**src/rtl/burst_addr_gen.sv**
```systemverilog
module burst_addr_gen #(
  parameter int ADDR_W = 18
) (
  input  logic              clk,
  input  logic              rst_n,
  input  logic [ADDR_W-1:0] addr_in,
  input  logic              cpu_strobe_n,
  input  logic              ctl_strobe_n,
  input  logic              adv_n,
  input  logic              ce_n,
  input  logic              order_sel,
  output logic [ADDR_W-1:0] word_addr,
  output logic [1:0]        beat
);
  localparam int HI_W = ADDR_W - 2;

  logic [HI_W-1:0] base_hi;
  logic [1:0]      base_lo;
  logic [1:0]      cnt;
  logic            load;
  logic [1:0]      lo_seq;

  assign load = ~ctl_strobe_n | (~cpu_strobe_n & ~ce_n);

  always_ff @(posedge clk) begin
    if (!rst_n) begin
      base_hi <= '0;
      base_lo <= '0;
      cnt     <= '0;
    end else if (load) begin
      base_hi <= addr_in[ADDR_W-1:2];
      base_lo <= addr_in[1:0];
      cnt     <= '0;
    end else if (!adv_n) begin
      cnt <= cnt + 2'd1;
    end
  end

  assign lo_seq    = order_sel ? (base_lo ^ cnt) : (base_lo + cnt);
  assign word_addr = {base_hi, lo_seq};
  assign beat      = cnt;
endmodule

```
**config.mk**
```make
export PLATFORM = sky130hd
export DESIGN_NAME = burst_addr_gen
export DESIGN_NICKNAME = d
export VERILOG_FILES = /design/src/rtl/burst_addr_gen.sv
export SDC_FILE = /design/constraint.sdc
export NUM_CORES = 1
export LEC_CHECK = 0
export BUFFER_PORTS_ARGS = -buffer_cell sky130_fd_sc_hd__buf_2
export CELL_PAD_IN_SITES_DETAIL_PLACEMENT = 0
export CELL_PAD_IN_SITES_GLOBAL_PLACEMENT = 1
export CORE_MARGIN = 3
export CORE_UTILIZATION = 33
export DETAILED_ROUTE_END_ITERATION = 7
export PLACE_DENSITY = 0.86
export REMOVE_ABC_BUFFERS = 1
export SETUP_SLACK_MARGIN = 0.5
export SKIP_CTS_REPAIR_TIMING = 1
export SLEW_MARGIN = 20
export SYNTH_ARGS = -nofsm -noshare
export SYNTH_HDL_FRONTEND = slang
export SYNTH_SLANG_ARGS = --single-unit
```
**constraint.sdc**
```tcl
create_clock -name clk -period 1.9 [get_ports clk]
set_input_delay 0.285 -clock clk [delete_from_list [all_inputs] [get_ports clk]]
set_output_delay 0.285 -clock clk [all_outputs]
set_load 0.01 [all_outputs]
```
Word level (Yosys, flattened, before mapping)
Cells that the tools add are included.

Bits in registers: 20. Bits of input ports: 25. Output and inout bits: 20. Word-level logic and storage cells: 14.

Add/sub/neg operators: 2. Muxes and demuxes: 1. Bitwise gates (word level): 7. Reductions and logical operators: 1.

Operators with widths (number): 1-bit NOT (4); 2-bit by 1-bit adder with 2-bit output, second input constant (1); 2-bit adder (1); 2-bit two-way mux (1); 2-bit OR reduction (1); 2-bit XOR (1); 1-bit bitwise AND (1); 1-bit OR (1).

Logic depth before layout (Yosys ltp)
Gate-level depths: netlist of the first run.

Depth after elaboration: 4. Mapped depth: 4. Depth with buffers taken out: 3.

Worst setup path after synthesis of the first run
No wires, ideal clock.

Path kind: reg-to-output. From: reg cnt[0] (netlist: beat[0]). To: out word_addr[1]. Data arrival time: 885 ps. Required time: 1615 ps. Slack: 730 ps. Stages on the path, launching flop included: 4. Path buffers: 0. Path through: dfxtp_1 > ha_1 > nor2b_1 > xnor2_1.

Cells in the longest elaborated chain, start to end: 2.

RTL lines: from (decl) (line 19) `logic [1:0] cnt;`; from (signal assigned) (line 35) `cnt <= cnt + 2'd1;`; 2-bit adder (line 39) `assign lo_seq = order_sel ? (base_lo ^ cnt) : (base_lo + cnt);`; 2-bit two-way mux (line 39); to (decl) (line 12) `output logic [ADDR_W-1:0] word_addr,`.

No other way between the ends.

Worst setup path in the final report of the first run
Ends and elaborated chain as after synthesis.

==> metrics.txt, run 1 <==
GRT Overall Usage=0.114; hold depth=3; Hold WC Path Type=primary input to flop; setup TNS=0 ns; commonest non-fill, non-tap cell in the layout=buf_2; clock period minus worst slack=roughly 1.5 ns; Final Cell Area=~1100 sq um; fmax=687 MHz; I/O Buffers=44; flop-to-flop setup slack=just over 1 ns; commonest non-fill, non-tap cells in the layout=buf_2, nand2_1, dfxtp_1; initial antenna violation count=0; worst-margin pin slew=0.412 ns; Cell variety after synth=17; sequential fraction of the synthesis area=0.463; Die H=about 57 um; # fillers=224; Yosys reg bits=20; DP Worst Slack=0.658 ns; max-slew violation count=0; Starting Density=0.370; clk_skew=0.0000299 ns; Syn Inst Count=a little over 90; Crit path max-delay family=flip-flops; Sink Count=20; Max FO, Critical Path=4; worst hold slack=about 0.20 ns; CP required=1.62 ns; post-DP HPWL=1360 um; drt drc=0; Max Cap Viol=0; Horiz. Die Dim=57.2 um; reg2reg end=beat[1]$_SDFFE_PP0N_; Setup WS post-layout=about 0.44 ns; Worst path slowest cell=dfxtp_2; Setup crit start kind=flop; Initial DRC Count=32; post-detailed-routing wire length=1810 um; syn avg cell area=9.40 sq um; placer congestion estimate=0.693; Hold Crit Start=addr_in[9]; kind of critical path=flop to primary output; final setup fails=0; dpl cells=159; Hold Fails Final Rpt=0; Hold Path Sink=base_hi[7]$_SDFFE_PN0P_; num ports=45; synth warn=0; clock buffer depth=2; Critical Path Sink Type=primary output; clk slew on worst S/H paths=about 0.1 ns; CTS tree=yes; Post-Layout Cell Count=162; register area=403 sq um; slowest stage delay, CP=0.36 ns; RSZ-0062 raised after global routing=yes; first drt pass iteration count=4; worst vdd ir=0.000364 V; ratio of final minimum period to clock period=0.766; Power, Total=0.793 mW; Vias/cell=4.56; worst path cell trace=ha_4, nor2b_4, xnor2_1, buf_2; post-synthesis cell area=between 800 and 900 sq um; DIE AREA=roughly 3300 sq um; Critical R2R Launch=beat[0]$_SDFFE_PP0N_; vias in the first global route=701; Num CTS Buffers=3; wire length of the first global-routing pass=3030 um; area growth from synthesis to layout=28.2%; final net count=162; Critical Path AT=1.17 ns; WP buf/inv=1; Core Util, Final=0.474; core footprint=2340 sq um; Clk Latency, worst-skew pair=0.28 ns; H-tree levels=1; Slew headroom=0.726; R2R depth=3; Post-DRT Antenna Nets=0; Leakage=0.500 nW; row count=17; grt ovf=0; status=finished clean; share of cells above drive strength 1=0.507; via count=739; Clock Root Buffer=clkbuf_4; Wirelength per Cell=11.1 um; largest net degree at the start of global routing=37; Cell Area, Placed=approximately 1100 sq um; Power Dens Cells=715 nW/um^2; antenna fix cells=0; area of the multi-input gates=slightly above 400 sq um
-- worst register-to-register path: stages (launching register included) --
cell and delay, ns:
dfxtp_2 0.38, nor2b_1 0.22, xnor2_1 0.15, nor2_1 0.05
-- worst max path at each step --
stage,startpoint,to,cells after the start
floorplan,ce_n,base_hi[15]$_SDFFE_PN0P_,2
global placement,ce_n,base_hi[15]$_SDFFE_PN0P_,4
detailed placement,ce_n,base_lo[1]$_SDFFE_PN0P_,4
CTS,beat[0]$_SDFFE_PP0N_,word_addr[1],4
global route,beat[0]$_SDFFE_PP0N_,word_addr[1],4
finish,beat[0]$_SDFFE_PP0N_,word_addr[1],4
-- synth_stat cells --
library cell   n  share of area
nor3_1         1         0.0058
nor2b_1        3          0.022
buf_4          1         0.0087
nand3_1       16          0.093
buf_2          1         0.0058
o211ai_1       1         0.0087
xnor2_1        3          0.030
nand3_2        2          0.023
nor2_1         1         0.0043
clkbuf_8       1          0.016
o21ai_2       12           0.12
nand2_1       18          0.078
ha_1           1          0.014
dfxtp_1       20           0.46
o21ai_4        1          0.019
o21ai_0        6          0.035
buf_6          4          0.052
-- per-layer routing --
metal  up-vias  global-route usage  wire length [um]
li1        399                   -                 -
met1       311               0.147               842
met2        27               0.186               816
met3         2              0.0249               135
met4         0              0.0397                11
met5         -                   0                 0
-- flip-flops by register name, summed over array words and instances, names as in the netlist --
signal / cells
beat: 2
base_hi: 16
base_lo: 2
-- power breakdown --
group / internal [mW] / total (mW) / switching (mW)
Clock: 0.0735 / 0.187 / 0.113
Sequential: 0.446 / 0.460 / 0.0141
Combinational: 0.0642 / 0.146 / 0.0816
-- kinds of logic (layout without fill, tap and decap cells) --
group,count (synthesis),after routing,share of synthesized area
xor gates and xnor gates,3,3,0.0304
AOI/OAI and AO/OA,20,20,0.184
adders and majority gates,1,1,0.0145
DFF,20,20,0.463
and+or+nand+nor,41,41,0.226
buffers and inverters,7,49,0.0825
-- cell type report --
type / count / share of cell area
Sequential cell: 20 / 0.363
Clock buffer: 3 / 0.0203
Tap cell: 28 / 0.0316
Multi-Input combinational cell: 65 / 0.372
Timing Repair Buffer: 46 / 0.212
Power figures use the tool's default switching activity.
==> run 2: changes to the inputs <==
CORE_UTILIZATION = 28   (was 33)
PLACE_DENSITY = 0.79   (was 0.86)
clock period = 1.3 ns   (was 1.9 ns; I/O delays follow)
==> metrics.txt, run 2 (synthesis gave the netlist of run 1 again) <==
status=complete, but fails checks; failing checks=setup timing; Sw Share=0.239 (-0.0246); largest register by flop count=base_hi; H-tree levels=1 (unchanged); first drt pass iteration count=2 (-2); max-slew violation count=0 (unchanged); Num CTS Buffers=3 (unchanged); Initial DRC Count=34 (+6.3%); Max Cap Viol=0 (unchanged); Post-DRT Antenna Nets=0 (unchanged); Slew headroom=0.791 (+0.0652); Starting Density=0.303 (-0.0664); via count=803 (+8.7%); GRT Overall Usage=0.103 (-0.0104); Power Internal=1.12 mW (+92%); worst-margin pin slew=0.314 ns (-0.0979 ns); Flop pwr share=0.465 (-0.116); I/O Buffers=44 (unchanged); vias in the first global route=688 (-1.9%); Sink Count=20 (unchanged); commonest non-fill, non-tap cells in the layout=buf_2, nand2_1, dfxtp_2, buf_6, nand3_1; Vias/cell=4.75 (+4.2%); kind of critical path=flop to primary output; row count=19 (+2); Die H=61.6 um (+7.7%); grt ovf=0 (unchanged); core footprint=2850 sq um (+22%); max reg flops=16 (unchanged); final net count=165 (+1.9%); share of power burned in the clock network=0.345 (+0.110); Leakage=0.567 nW (+13%); num ports=45 (unchanged); largest net degree at the start of global routing=37 (unchanged); wire length of the first global-routing pass=2940 um (-3.0%); Hold WC Path Type=primary input to flop; Horiz. Die Dim=61.6 um (+7.7%); post-DP HPWL=1410 um (+3.9%); Core Util, Final=0.469 (-0.00450); Comb power frac=0.190 (+0.006); Setup WS post-layout=-0.103 ns (-0.548 ns); Setup crit start kind=flop; final setup fails=1 (+1); commonest non-fill, non-tap cell in the layout=buf_2; CTS tree=yes; initial antenna violation count=0 (unchanged); antenna fix cells=0 (unchanged); DIE AREA=3790 sq um (+16%); worst vdd ir=0.000792 V (+120%); Critical Path Sink Type=primary output; Clock Root Buffer=clkbuf_4; placer congestion estimate=0.736 (+6.2%); clk slew on worst S/H paths=0.12 ns (+0.02 ns); post-detailed-routing wire length=2040 um (+13%); Power Dens Cells=1100 nW/um^2 (+54%); RSZ-0062 raised after global routing=yes; fmax=713 MHz; area growth from synthesis to layout=54.8%; Critical Path AT=1.21 ns (+0.04 ns); clk_skew=0.0000649 ns (+0.0000349 ns); worst hold slack=0.100 ns (-0.103 ns); Wirelength per Cell=12.0 um (+8.0%); drt drc=0 (unchanged); Power, Total=1.47 mW (+86%); share of cells above drive strength 1=0.659 (+0.152); Hold Fails Final Rpt=0 (unchanged); clock period minus worst slack=1.40 ns; Clk Latency, worst-skew pair=0.30 ns (+0.02 ns); ratio of final minimum period to clock period=1.08; CP required=1.11 ns (-0.51 ns); Max FO, Critical Path=2 (-2); sw power=0.352 mW (+68%); clock buffer depth=2 (unchanged)
-- run 2: cell count changes in the layout (fill, tap and decap cells not counted), moves of 2 or more --
| cell | previous run | this run |
|---|---|---|
| buf_12 | 0 | 2 |
| buf_2 | 44 | 26 |
| buf_6 | 0 | 18 |
| dfxtp_1 | 18 | 1 |
| dfxtp_2 | 2 | 18 |
-- run 2: stage by stage --
stage          worst slack (ns)  instances  TNS (ns)  instance area (sq um)
2_1_floorplan             0.131         85         0                    793
6_report                 -0.103        169    -0.103                   1340
4_1_cts                  -0.182        166    -0.197                   1140
3_3_place_gp              0.225        162         0                   1090
5_1_grt                  -0.170        169    -0.170                   1340
3_5_place_dp              0.177        162         0                   1090
-- run 2: routing by layer --
metal,GRT usage,vias up,part of all wire,routed length (um)
met5,0,-,0,0
met4,0.0182,0,0,0
met3,0.0461,0,0.090,184
met2,0.181,31,0.49,1000
met1,0.116,364,0.42,846
li1,-,408,-,-
-- run 2: power by group through the flow --
stage                     Sequential (mW)  Combinational, mW  Clock [mW]
after floorplan                     0.701             0.0833           0
after global placement              0.683              0.219           0
after detailed placement            0.685              0.226           0
final                               0.685              0.280       0.508
after global routing                0.690              0.310       0.544
after CTS                           0.671              0.227       0.525
-- run 2: layout make-up --
type | instances | area [sq um]
clock buffers | 3 | 22.5
clock inverters | 1 | 30.0
fillers | 265 | 1510
multi-input cells | 65 | 425
flip-flops and latches | 20 | 427
well taps | 31 | 38.8
repair buffers | 49 | 395
-- run 2: path summary, 6_finish.rpt --
path	startpoint	to	slack [ns]	cells past startpoint
hold / removal	addr_in[17]	base_hi[15]$_SDFFE_PN0P_	0.10	3
setup reg to reg	beat[0]$_SDFFE_PP0N_	beat[1]$_SDFFE_PP0N_	0.38	4
hold reg to reg	base_hi[13]$_SDFFE_PN0P_	base_hi[13]$_SDFFE_PN0P_	0.47	2
setup / recovery	base_lo[0]$_SDFFE_PN0P_	word_addr[1]	-0.10	4
-- run 2: critical path: stages, from the launching register on --
cell,delay [ns]
dfxtp_2,0.36
ha_4,0.15
nor2b_4,0.12
xnor2_1,0.13
buf_2,0.14
==> run 3: changes to the inputs <==
==> constraint.sdc (replaced) <==
create_clock -name clk -period 1.3 [get_ports clk]
set_input_delay 0.195 -clock clk [delete_from_list [all_inputs] [get_ports clk]]
set_output_delay 0.195 -clock clk [all_outputs]
set_load 0.05 [all_outputs]
==> metrics.txt, run 3 (synthesis gave the netlist of run 1 again) <==
RSZ-0062 raised after global routing=yes; Wirelength per Cell=12.5 um (+3.8%); via count=785 (-2.2%); Final Cell Area=1370 sq um (+2.4%); Clock Root Buffer=clkbuf_4; Horiz. Die Dim=61.6 um (unchanged); Slew headroom=0.836 (+0.0452); Num CTS Buffers=3 (unchanged); Setup crit start kind=flop; Die H=61.6 um (unchanged); Power, Total=1.42 mW (-3.8%); area growth from synthesis to layout=58.6%; CP Launch Point=beat[0]$_SDFFE_PP0N_; Hold Fails Final Rpt=0 (unchanged); post-detailed-routing wire length=2100 um (+3.2%); final setup fails=1 (unchanged); Starting Density=0.303 (unchanged); Critical R2R Launch=beat[0]$_SDFFE_PP0N_; status=complete, but fails checks; drt drc=0 (unchanged); Core Util, Final=0.481 (+0.0114); Worst Setup EP=word_addr[1]; reg2reg end=beat[1]$_SDFFE_PP0N_; worst vdd ir=0.000349 V (-56%); wire length of the first global-routing pass=2780 um (-5.4%); Max Cap Viol=0 (unchanged); Leakage=0.572 nW (+0.98%); clk_skew=0.000422 ns (+0.000357 ns); Vias/cell=4.67 (-1.7%); initial antenna violation count=0 (unchanged); commonest non-fill, non-tap cells in the layout=buf_2, nand2_1, buf_8; Max FO, Critical Path=4 (+2); Initial DRC Count=24 (-29%); R2R depth=3 (-1); clk slew on worst S/H paths=0.11 ns (about the same); Power Dens Cells=1030 nW/um^2 (-6.0%); share of cells above drive strength 1=0.650 (-0.00979); post-DP HPWL=1420 um (+0.57%); worst hold slack=0.112 ns (+0.0117 ns); worst-margin pin slew=0.246 ns (-0.0677 ns); vias in the first global route=668 (-2.9%); DIE AREA=3790 sq um (unchanged); dpl cells=163 (+0.62%); Sink Count=20 (unchanged); Post-Layout Cell Count=168 (-0.59%); final net count=165 (unchanged); largest net degree at the start of global routing=37 (unchanged); DP Worst Slack=0.0562 ns (-0.121 ns); I/O Buffers=44 (unchanged); CP required=1.11 ns (about the same); commonest non-fill, non-tap cell in the layout=buf_2; first drt pass iteration count=3 (+1); # fillers=265 (unchanged); placer congestion estimate=0.728 (-1.1%); clock period minus worst slack=1.48 ns (+0.0820 ns); grt ovf=0 (unchanged); ratio of final minimum period to clock period=1.14 (+0.0631); antenna fix cells=0 (unchanged); core footprint=2850 sq um (unchanged); Clk Latency, worst-skew pair=0.29 ns (about the same); clock buffer depth=2 (unchanged); Post-DRT Antenna Nets=0 (unchanged); failing checks=setup timing; Critical Path Sink Type=primary output; Critical Path AT=1.29 ns (+0.08 ns); flop-to-flop setup slack=0.45 ns (+0.07 ns); max reg flops=16 (unchanged); H-tree levels=1 (unchanged); largest register by flop count=base_hi; num ports=45 (unchanged); CTS tree=yes; max-slew violation count=0 (unchanged); kind of critical path=flop to primary output; fmax=673 MHz (-5.5%); Setup WS post-layout=-0.185 ns (-0.0820 ns); Cell Area, Placed=1100 sq um (+0.69%); setup TNS=-0.185 ns (-0.0820 ns); GRT Overall Usage=0.0967 (-0.00650); Hold WC Path Type=primary input to flop; row count=19 (unchanged)
==> run 3: changes by cell type in the layout (fill, tap and decap cells not counted), sizes merged <==
cell	previous run	this run
bufinv	1	0
==> run 3: cell type report <==
class,instances,area (sq um),share of cell area
clock buffers,3,22.5,0.0164
well taps,31,38.8,0.0283
repair buffers,49,465,0.339
flip-flops and latches,20,429,0.313
multi-input cells,65,415,0.303
==> run 3: report_power, final <==
group | total [mW] | internal, mW | switching (mW)
logic | 0.434 | 0.185 | 0.250
clock network | 0.292 | 0.108 | 0.184
registers | 0.691 | 0.656 | 0.0343
total | 1.42 | 0.949 | 0.469
==> run 3: worst min-delay path by stage <==
stage / end / depth (start not counted) / from
5_1_grt: base_hi[13]$_SDFFE_PN0P_ / 3 / addr_in[15]
6_report: base_hi[10]$_SDFFE_PN0P_ / 3 / addr_in[12]
2_1_floorplan: base_hi[10]$_SDFFE_PN0P_ / 2 / addr_in[12]
4_1_cts: base_hi[10]$_SDFFE_PN0P_ / 3 / addr_in[12]
3_3_place_gp: base_hi[2]$_SDFFE_PN0P_ / 3 / addr_in[4]
3_5_place_dp: base_hi[10]$_SDFFE_PN0P_ / 3 / addr_in[12]
==> run 3: layer usage <==
metal	vias to the layer above	routed length (um)	share of wire	track usage
li1	404	-	-	-
met1	353	887	0.42	0.124
met2	28	1060	0.51	0.164
met3	0	149	0.071	0.0189
met4	0	0	0	0.0273
met5	-	0	0	0
==> run 3: worst max-delay path: stages, from the launching register on <==
cell	delay, ns
dfxtp_4	0.38
ha_4	0.15
nor2b_4	0.11
xnor2_1	0.15
buf_4	0.22
